[src/rtl/eep_pkg.sv]
package eep_pkg;
  typedef enum logic [2:0] {
    PH_IDLE, PH_OPC, PH_ADDR, PH_DATA, PH_READ, PH_HOLD
  } phase_e;

  typedef enum logic [2:0] {
    PK_NONE, PK_WRITE, PK_ERASE, PK_ERAL, PK_WRAL
  } pend_e;

  localparam logic [1:0] OPC_SPECIAL = 2'b00;
  localparam logic [1:0] OPC_WRITE   = 2'b01;
  localparam logic [1:0] OPC_READ    = 2'b10;
  localparam logic [1:0] OPC_ERASE   = 2'b11;

  localparam logic [1:0] SUB_WDIS = 2'b00;
  localparam logic [1:0] SUB_WRAL = 2'b01;
  localparam logic [1:0] SUB_ERAL = 2'b10;
  localparam logic [1:0] SUB_WEN  = 2'b11;
endpackage

[src/rtl/eep_edge.sv]
module eep_edge (
  input  logic clk,
  input  logic rst_n,
  input  logic sk,
  input  logic cs,
  output logic sk_rise,
  output logic cs_fall
);
  logic sk_q, cs_q;

  always_ff @(posedge clk) begin
    if (!rst_n) begin
      sk_q <= 1'b0;
      cs_q <= 1'b0;
    end else begin
      sk_q <= sk;
      cs_q <= cs;
    end
  end

  assign sk_rise = sk & ~sk_q;
  assign cs_fall = ~cs & cs_q;
endmodule

[src/rtl/eep_busy_timer.sv]
module eep_busy_timer #(
  parameter int PROG_CYCLES = 200
) (
  input  logic clk,
  input  logic rst_n,
  input  logic start,
  output logic busy
);
  localparam int TW = $clog2(PROG_CYCLES + 1);
  logic [TW-1:0] left;

  always_ff @(posedge clk) begin
    if (!rst_n)             left <= '0;
    else if (start)         left <= TW'(PROG_CYCLES);
    else if (left != '0)    left <= left - TW'(1);
  end

  assign busy = (left != '0);
endmodule

[src/rtl/eep_store.sv]
module eep_store #(
  parameter int WORDS = 64,
  parameter int WIDTH = 16
) (
  input  logic                     clk,
  input  logic                     rst_n,
  input  logic                     wr_en,
  input  logic                     wr_all,
  input  logic [$clog2(WORDS)-1:0] wr_idx,
  input  logic [WIDTH-1:0]         wr_data,
  input  logic [WIDTH-1:0]         wr_mask,
  input  logic [$clog2(WORDS)-1:0] rd_idx,
  output logic [WIDTH-1:0]         rd_word
);
  logic [WIDTH-1:0] mem [WORDS];

  for (genvar g = 0; g < WORDS; g++) begin : g_word
    always_ff @(posedge clk) begin
      if (!rst_n)
        mem[g] <= '1;
      else if (wr_en && (wr_all || wr_idx == g[$clog2(WORDS)-1:0]))
        mem[g] <= (mem[g] & ~wr_mask) | (wr_data & wr_mask);
    end
  end

  assign rd_word = mem[rd_idx];
endmodule

[src/rtl/eep_ctrl.sv]
module eep_ctrl
  import eep_pkg::*;
#(
  parameter int WORDS = 64,
  parameter int WIDTH = 16
) (
  input  logic                     clk,
  input  logic                     rst_n,
  input  logic                     org_x16,
  input  logic                     cs,
  input  logic                     di,
  input  logic                     sk_rise,
  input  logic                     cs_fall,
  input  logic                     busy,
  input  logic [WIDTH-1:0]         rd_word,
  output logic [$clog2(WORDS)-1:0] rd_idx,
  output logic                     prog_start,
  output logic                     wr_all,
  output logic [$clog2(WORDS)-1:0] wr_idx,
  output logic [WIDTH-1:0]         wr_data,
  output logic [WIDTH-1:0]         wr_mask,
  output logic                     do_o,
  output logic                     do_oe
);
  localparam int WAW  = $clog2(WORDS);
  localparam int AW8  = WAW + 1;
  localparam int HALF = WIDTH / 2;
  localparam int BW   = $clog2(WIDTH);
  localparam int CW   = $clog2(WIDTH + 1);

  phase_e           ph;
  pend_e            pk;
  logic [CW-1:0]    cnt;
  logic [1:0]       opc;
  logic [AW8-1:0]   adr;
  logic [WIDTH-1:0] dat;
  logic             wen;
  logic [AW8-1:0]   ra;
  logic [BW-1:0]    rb;
  logic             do_q, oe_q, stat_pend;

  logic [CW-1:0]    aw_m1, dw_m1;
  logic [AW8-1:0]   adr_nx, ra_start, ra_inc;
  logic [WAW-1:0]   ra_w;
  logic [1:0]       sub;
  logic [WIDTH-1:0] unit;
  logic [BW-1:0]    bsel;
  logic             parse_ok, stat_show;

  // field lengths depend on organization
  assign aw_m1  = org_x16 ? CW'(WAW - 1) : CW'(WAW);
  assign dw_m1  = org_x16 ? CW'(WIDTH - 1) : CW'(HALF - 1);
  assign adr_nx = {adr[AW8-2:0], di};
  assign sub    = org_x16 ? adr_nx[WAW-1:WAW-2] : adr_nx[WAW:WAW-1];

  // read pointer in words (x16) or bytes (x8), wrapping at the top
  assign ra_start = org_x16 ? {1'b0, adr_nx[WAW-1:0]} : adr_nx;
  assign ra_w     = ra[WAW-1:0] + WAW'(1);
  assign ra_inc   = org_x16 ? {1'b0, ra_w} : ra + AW8'(1);
  assign rd_idx   = org_x16 ? ra[WAW-1:0] : ra[AW8-1:1];
  assign unit     = org_x16 ? rd_word
                  : {{HALF{1'b0}}, (ra[0] ? rd_word[WIDTH-1:HALF] : rd_word[HALF-1:0])};
  assign bsel     = dw_m1[BW-1:0] - rb;

  // write port toward the array
  assign prog_start = cs_fall && (ph == PH_HOLD) && (pk != PK_NONE) && wen;
  assign wr_all     = (pk == PK_ERAL) || (pk == PK_WRAL);
  assign wr_idx     = org_x16 ? adr[WAW-1:0] : adr[AW8-1:1];
  always_comb begin
    if (pk == PK_ERASE || pk == PK_ERAL) wr_data = '1;
    else if (org_x16)                    wr_data = dat;
    else                                 wr_data = {dat[HALF-1:0], dat[HALF-1:0]};
    if (org_x16 || wr_all) wr_mask = '1;
    else if (adr[0])       wr_mask = {{HALF{1'b1}}, {HALF{1'b0}}};
    else                   wr_mask = {{HALF{1'b0}}, {HALF{1'b1}}};
  end

  assign parse_ok  = cs && sk_rise && !stat_pend && !busy;
  assign stat_show = stat_pend && cs;
  assign do_oe     = stat_show || oe_q;
  assign do_o      = stat_show ? ~busy : do_q;

  always_ff @(posedge clk) begin
    if (!rst_n) begin
      ph <= PH_IDLE;  pk <= PK_NONE;  cnt <= '0;  opc <= '0;
      adr <= '0;  dat <= '0;  wen <= 1'b0;  ra <= '0;  rb <= '0;
      do_q <= 1'b0;  oe_q <= 1'b0;  stat_pend <= 1'b0;
    end else if (cs_fall) begin
      if (prog_start)  stat_pend <= 1'b1;
      else if (!busy)  stat_pend <= 1'b0;
      ph   <= PH_IDLE;
      pk   <= PK_NONE;
      oe_q <= 1'b0;
      do_q <= 1'b0;
    end else if (cs && sk_rise && stat_pend) begin
      if (!busy && di) stat_pend <= 1'b0;
    end else if (parse_ok) begin
      unique case (ph)
        PH_IDLE: if (di) begin
          ph  <= PH_OPC;
          pk  <= PK_NONE;
          cnt <= '0;
        end
        PH_OPC: begin
          opc <= {opc[0], di};
          if (cnt == CW'(1)) begin ph <= PH_ADDR; cnt <= '0; end
          else cnt <= cnt + CW'(1);
        end
        PH_ADDR: begin
          adr <= adr_nx;
          if (cnt == aw_m1) begin
            cnt <= '0;
            case (opc)
              OPC_READ: begin
                ph <= PH_READ;  ra <= ra_start;  rb <= '0;
                oe_q <= 1'b1;   do_q <= 1'b0;
              end
              OPC_WRITE: begin ph <= PH_DATA; pk <= PK_WRITE; end
              OPC_ERASE: begin ph <= PH_HOLD; pk <= PK_ERASE; end
              default: begin
                case (sub)
                  SUB_WEN:  begin ph <= PH_HOLD; wen <= 1'b1; end
                  SUB_WDIS: begin ph <= PH_HOLD; wen <= 1'b0; end
                  SUB_ERAL: begin ph <= PH_HOLD; pk <= PK_ERAL; end
                  default:  begin ph <= PH_DATA; pk <= PK_WRAL; end
                endcase
              end
            endcase
          end else cnt <= cnt + CW'(1);
        end
        PH_DATA: begin
          dat <= {dat[WIDTH-2:0], di};
          if (cnt == dw_m1) ph <= PH_HOLD;
          else cnt <= cnt + CW'(1);
        end
        PH_READ: begin
          do_q <= unit[bsel];
          if (rb == dw_m1[BW-1:0]) begin rb <= '0; ra <= ra_inc; end
          else rb <= rb + BW'(1);
        end
        default: ;
      endcase
    end
  end
endmodule

[src/rtl/eep_serial_target.sv]
module eep_serial_target #(
  parameter int WORDS       = 64,
  parameter int WIDTH       = 16,
  parameter int PROG_CYCLES = 200
) (
  input  logic clk,
  input  logic rst_n,
  input  logic org_x16,
  input  logic cs,
  input  logic sk,
  input  logic di,
  output logic do_o,
  output logic do_oe
);
  localparam int WAW = $clog2(WORDS);

  logic             sk_rise, cs_fall, busy, prog_start, wr_all;
  logic [WAW-1:0]   rd_idx, wr_idx;
  logic [WIDTH-1:0] rd_word, wr_data, wr_mask;

  eep_edge u_edge (
    .clk(clk), .rst_n(rst_n), .sk(sk), .cs(cs),
    .sk_rise(sk_rise), .cs_fall(cs_fall)
  );

  eep_busy_timer #(.PROG_CYCLES(PROG_CYCLES)) u_timer (
    .clk(clk), .rst_n(rst_n), .start(prog_start), .busy(busy)
  );

  eep_store #(.WORDS(WORDS), .WIDTH(WIDTH)) u_store (
    .clk(clk), .rst_n(rst_n), .wr_en(prog_start), .wr_all(wr_all),
    .wr_idx(wr_idx), .wr_data(wr_data), .wr_mask(wr_mask),
    .rd_idx(rd_idx), .rd_word(rd_word)
  );

  eep_ctrl #(.WORDS(WORDS), .WIDTH(WIDTH)) u_ctrl (
    .clk(clk), .rst_n(rst_n), .org_x16(org_x16), .cs(cs), .di(di),
    .sk_rise(sk_rise), .cs_fall(cs_fall), .busy(busy), .rd_word(rd_word),
    .rd_idx(rd_idx), .prog_start(prog_start), .wr_all(wr_all),
    .wr_idx(wr_idx), .wr_data(wr_data), .wr_mask(wr_mask),
    .do_o(do_o), .do_oe(do_oe)
  );
endmodule

[config.mk]
export PLATFORM = sky130hd
export DESIGN_NAME = eep_serial_target
export DESIGN_NICKNAME = d
export VERILOG_FILES = /design/src/rtl/eep_pkg.sv /design/src/rtl/eep_edge.sv /design/src/rtl/eep_busy_timer.sv /design/src/rtl/eep_store.sv /design/src/rtl/eep_ctrl.sv /design/src/rtl/eep_serial_target.sv
export SDC_FILE = /design/constraint.sdc
export NUM_CORES = 2
export LEC_CHECK = 0
export BUFFER_PORTS_ARGS = -buffer_cell sky130_fd_sc_hd__buf_2
export CAP_MARGIN = 5
export CORE_ASPECT_RATIO = 0.5
export CORE_MARGIN = 8
export CORE_UTILIZATION = 40
export DETAILED_ROUTE_END_ITERATION = 10
export GPL_TIMING_DRIVEN = 1
export HOLD_SLACK_MARGIN = 0.05
export PLACE_DENSITY = 0.63
export RECOVER_POWER = 50
export SLEW_MARGIN = 0
export SYNTH_ARGS = -nofsm -noshare
export SYNTH_HDL_FRONTEND = slang
export SYNTH_SLANG_ARGS = --single-unit
export TNS_END_PERCENT = 100
[constraint.sdc]
create_clock -name clk -period 6.3 [get_ports clk]
set_input_delay 0.315 -clock clk [delete_from_list [all_inputs] [get_ports clk]]
set_output_delay 0.315 -clock clk [all_outputs]
set_load 0.01 [all_outputs]
Yosys cells after proc, flatten, opt, wreduce, memory -nomap -nowiden
Memory sizes are Yosys's and may differ from the RTL's. Index checks and enable logic that the tools add are counted.

Input port bits: 6. Word-level logic and storage cells: 798. Output and inout bits: 2. Bits in writable memories: 1024. Register bits after elaboration: 61. Memories: 1.

Reduce and logical (&&, ||, !) cells: 172. Multiplexer cells: 309. $lt $le $gt $ge: 1. Bitwise gates (word level): 203. Equal/unequal tests: 90. $add $sub $neg: 6.

Memory list: u_store.mem (words 64, bits a word 16, read ports 65, clocked after memory_dff 0, write ports 64, line eep_store.sv:15) `logic [WIDTH-1:0] mem [WORDS];`.

Operator list (number): 16-bit 2-to-1 mux (69); 16-bit AND (65); 16-bit bitwise OR (64); 1-bit 2-to-1 mux (202); 6-bit equality test, second input constant (32); 6-bit by 5-bit equality test with 1-bit output, second input constant (16); 1-bit logical AND (73); 1-bit logical OR (68); 1-bit bitwise OR (64); 6-bit by 4-bit equality test with 1-bit output, second input constant (8); 7-bit 2-to-1 mux (5); 7-bit AND reduction (4); 6-bit by 3-bit equality test with 1-bit output, second input constant (4); 8-bit 2-to-1 mux (3); 3-bit 2-to-1 mux (7); 5-bit 2-to-1 mux (4); 5-bit case mux with 4 select lines (1); 3-bit case mux with 3 select lines (2); 4-bit 2-to-1 mux (4); 16-bit NOT (1); 7-bit case mux with 2 select lines (1); 3-bit by 2-bit equality test with 1-bit output, second input constant (4); 6-bit by 2-bit equality test with 1-bit output, second input constant (2); 6-bit 2-to-1 mux (2); other kinds (41) (76).

Depth between registers and ports, before layout
Word-level depth: 10. Depth in mapped cells: 16. Gate-level depth less buffers: 13.

Hierarchy
A second synthesis with hierarchy kept.

Cell total of the unflattened synthesis: 4724. Area total of the unflattened synthesis: 56275.2 sq um.

By module, submodules not included: eep_store (area an instance 52625.5 sq um, seq. area each 30749.5 sq um, instances 1, cells an instance 4273); eep_ctrl (area an instance 3145.5 sq um, seq. area each 1021.0 sq um, instances 1, cells an instance 400); eep_busy_timer (area an instance 435.4 sq um, seq. area each 160.2 sq um, instances 1, cells an instance 45); eep_edge (area an instance 68.8 sq um, seq. area each 40.0 sq um, instances 1, cells an instance 6).

Worst setup path after synthesis
Ideal clock, no wire load.

Kind: input to register. Start point: input port org_x16. End point: memory u_store.mem[54][0], enable pin. Library setup time: 0.411 ns. Stages on the path: 10. Required time: 5.889 ns. Arrival: 3.063 ns. Buffers on the path: 6. Path slack: 2.826 ns. Cells stage by stage: buf_4 > buf_4 > buf_4 > buf_4 > buf_2 > buf_1 > o32ai_1 > and2_1 > a21oi_1 > o21ai_0.

RTL lines: from (decl) (line eep_serial_target.sv:8) `input logic org_x16,`; to (decl) (line eep_store.sv:15).

==> flow_summary.json <==
{
  "placed_cells_incl_taps": 7817,
  "critical_path.slowest_cell": "sky130_fd_sc_hd__clkbuf_1",
  "synthDistinctLibCells": 80,
  "dpl.hpwl_microns": 144000,
  "cts_tree": "built",
  "syn_to_final_growth_pct": 9.18,
  "globalRoute.totalOverflow": 0,
  "clk_transition_reported_paths_ns": 0.06,
  "timing.final.crit_period_ns": 5.49,
  "setup_crit_end_kind": "flop",
  "worst-path-max-fanout": 64,
  "grt_pass1_vias": 49100,
  "ys_async_sr_fraction_pct": 0,
  "clkSinkCount": 1085,
  "post-synth-top-area-fraction_pct": 48.6,
  "grt_max_degree": 211,
  "timing.setup.tns_ns": 0,
  "ant_nets": 0,
  "synth_area_sq_mm": 0.0633,
  "clock.fmax_ghz": 0.182,
  "h_tree_depth": 3,
  "drt_iter0_drc": 8497,
  "top_level_ports": 8,
  "yosys-top-cells-area": "sky130_fd_sc_hd__edfxtp_1, sky130_fd_sc_hd__mux2i_1, sky130_fd_sc_hd__nand2_1",
  "finalWorstSetupSlack_ns": 0.807,
  "postSynthCellCount": 6109,
  "cts_root_buffer": "sky130_fd_sc_hd__clkbuf_16",
  "crit_arrival_ns": 5.92,
  "die-height_microns": 297,
  "buffer_ports.inserted": 7,
  "synth_area_per_cell_sq_um": 10.4,
  "synth_top_area_cell": "sky130_fd_sc_hd__edfxtp_1",
  "post_drt_wl_per_cell_microns": 30.1,
  "setup.worst_path.class": "reg2reg",
  "violations": "capacitance limit, slew limit",
  "layout_commonest_cell": "sky130_fd_sc_hd__edfxtp_1",
  "finalSetupViolCount": 0,
  "starting_density_pct": 40.2,
  "max_stage_delay_ns": 1.02,
  "postRouteWirelength_microns": 242000,
  "worst_slew_pin_slew_ns": 3.32,
  "instances_no_fill": 8037,
  "mostFrequentLayoutCells": "sky130_fd_sc_hd__edfxtp_1, sky130_fd_sc_hd__mux2i_1, sky130_fd_sc_hd__nand2_1, sky130_fd_sc_hd__o22ai_1, sky130_fd_sc_hd__a21oi_1",
  "crit_chain": "inv_1, nor2_1, nand3_1, or3_1, or2_2, clkbuf_2, nor2_1, clkbuf_1, nand3_1",
  "design.core.area_sq_mm": 0.157,
  "die-area_sq_mm": 0.172,
  "synth_sequential_area_ratio_pct": 50.5,
  "hold_ws_ns": 0.214,
  "synthesis.yosys.warnings": 0,
  "via_count_normalized_by_instance_count": 6.72,
  "power_density_mw_per_mm2": 239,
  "startpoint_class": "flop",
  "worstHoldPathType": "in2reg",
  "pre_repair_dr_iteration_count": 7,
  "run_status": "finished with violations",
  "dr_total_vias": 54000,
  "global_route.usage.total_pct": 26.6,
  "drive_above_1_share_pct": 7.42,
  "synth_fp_nets": 6123,
  "maxSlewViolCount": 191,
  "synth_edf_count": 1024,
  "crit_family": "simple AND/OR/NAND/NOR gates",
  "path_buf_inv": 3,
  "clock_path_buffers": 3,
  "clock_latency_ns": 0.75,
  "wire_length_of_the_first_global_routing_pass_microns": 348000,
  "postSynthRegisterBits": 1085,
  "finalHoldViolations": 0,
  "max_cap_violations": 7,
  "grt_antenna_before_repair": 18,
  "pre_cts_setup_slack_ns": 1.01,
  "peakVddDrop_mv": 0.204,
  "synth-main-ff-cell": "sky130_fd_sc_hd__edfxtp_1",
  "skew_ns": 0.0380,
  "std_cell_rows": 103,
  "timing.critical_path.required_ns": 6.73,
  "finalWeightedCongestion": 0.970,
  "drc_errors": 0,
  "power.static_leakage_nw": 19.3,
  "final_nets": 5851,
  "grt_setup_unrepaired": "false",
  "cts_made_buffers": 111,
  "layout_worst_path_cycle_share_pct": 87.2,
  "maxSlewHeadroom_pct": -124,
  "die-width_microns": 579
}
==> metrics by stage <==
stage          cell area, sq um  power [mW]  util [%]
6_report                  69100        16.5      43.9
5_1_grt                   69100        16.9      43.9
4_1_cts                   69400        16.5      44.1
3_5_place_dp              65700        9.70      41.7
3_3_place_gp              65700        9.67      41.7
2_1_floorplan             63300        9.29         -
==> worst min-delay path, stage by stage <==
cell,delay [ns]
sky130_fd_sc_hd__buf_2,0.09
sky130_fd_sc_hd__buf_4,0.28
sky130_fd_sc_hd__nand3_1,0.16
sky130_fd_sc_hd__nor2_1,0.05
==> path summary, 6_finish.rpt <==
kind                                     start  depth (start not counted)  slack (ns)                 end
worst min register to register  u_ctrl.dat[15]                          2        0.46      u_ctrl.dat[15]
worst max-delay path              u_ctrl.ph[0]                          9        0.81  u_store.mem[13][4]
worst max register to register    u_ctrl.ph[0]                          9        0.81  u_store.mem[13][4]
worst min-delay path                     rst_n                          4        0.21     u_timer.left[2]
==> final cells by class <==
cell class / instances / area (sq um)
fillers: 14900 / 88400
flip-flops and latches: 1085 / 32000
multi-input cells: 4375 / 28900
clock buffers: 138 / 3030
well taps: 2100 / 2630
repair buffers: 248 / 1880
clock inverters: 70 / 677
inverters: 16 / 60.1
diodes: 5 / 12.5
==> cell usage after synthesis, types with 19 or more instances <==
cell                          n
sky130_fd_sc_hd__edfxtp_1  1024
sky130_fd_sc_hd__mux2i_1   1000
sky130_fd_sc_hd__nand2_1    815
sky130_fd_sc_hd__o22ai_1    483
sky130_fd_sc_hd__a21oi_1    448
sky130_fd_sc_hd__clkbuf_1   432
sky130_fd_sc_hd__nand3_1    405
sky130_fd_sc_hd__nor3_1     334
sky130_fd_sc_hd__a211o_1    321
sky130_fd_sc_hd__nor2_1     163
sky130_fd_sc_hd__o21ai_0    106
sky130_fd_sc_hd__buf_2       89
sky130_fd_sc_hd__buf_4       76
sky130_fd_sc_hd__dfxtp_1     61
sky130_fd_sc_hd__buf_1       35
sky130_fd_sc_hd__mux2_2      25
sky130_fd_sc_hd__or3_1       24
sky130_fd_sc_hd__nor4_1      21
sky130_fd_sc_hd__or2_2       21
sky130_fd_sc_hd__o311ai_0    19
==> cell families (layout without fill, tap and decap cells) <==
| group | count (synthesis) | in the layout | synth area share, % |
|---|---|---|---|
| AND/OR/NAND/NOR | 1861 | 1861 | 13.2 |
| AO/OA/AOI/OAI | 1463 | 1463 | 15.0 |
| flip-flops | 1085 | 1085 | 50.5 |
| multiplexers | 1035 | 1035 | 16.6 |
| buffers and inverters | 649 | 472 | 4.49 |
| adder cells (fa/ha/maj) | 8 | 8 | 0.158 |
| XOR/XNOR | 8 | 8 | 0.111 |
| other | 0 | 5 | 0 |
==> report_power, final <==
part	switching (mW)	internal, mW
combinational	0.691	0.338
sequential	0.306	8.24
clock	3.05	3.92
==> state kept, by name (all words and copies together), names as in the netlist, 2 cells and up <==
register,count
u_store.mem,1024
u_ctrl.dat,16
u_timer.left,8
u_ctrl.adr,7
u_ctrl.ra,7
u_ctrl.cnt,5
u_ctrl.rb,4
u_ctrl.ph,3
u_ctrl.pk,3
u_ctrl.opc,2
==> per-layer routing <==
metal	part of all wire, %	global-route usage [%]	vias to the layer above
met5	0.094	0	-
met4	5.0	11.5	14
met3	15	9.96	711
met2	41	37.1	3843
met1	39	36.7	26600
li1	-	-	22800
==> timing repair <==
action / CTS / global route
buffers inserted: 0 / 0
resized for setup: 0 / 0
endpoints found under the hold margin: 6 / 0
hold buffers: 3 / 0
No activity file was read; power rests on OpenSTA's default activity.
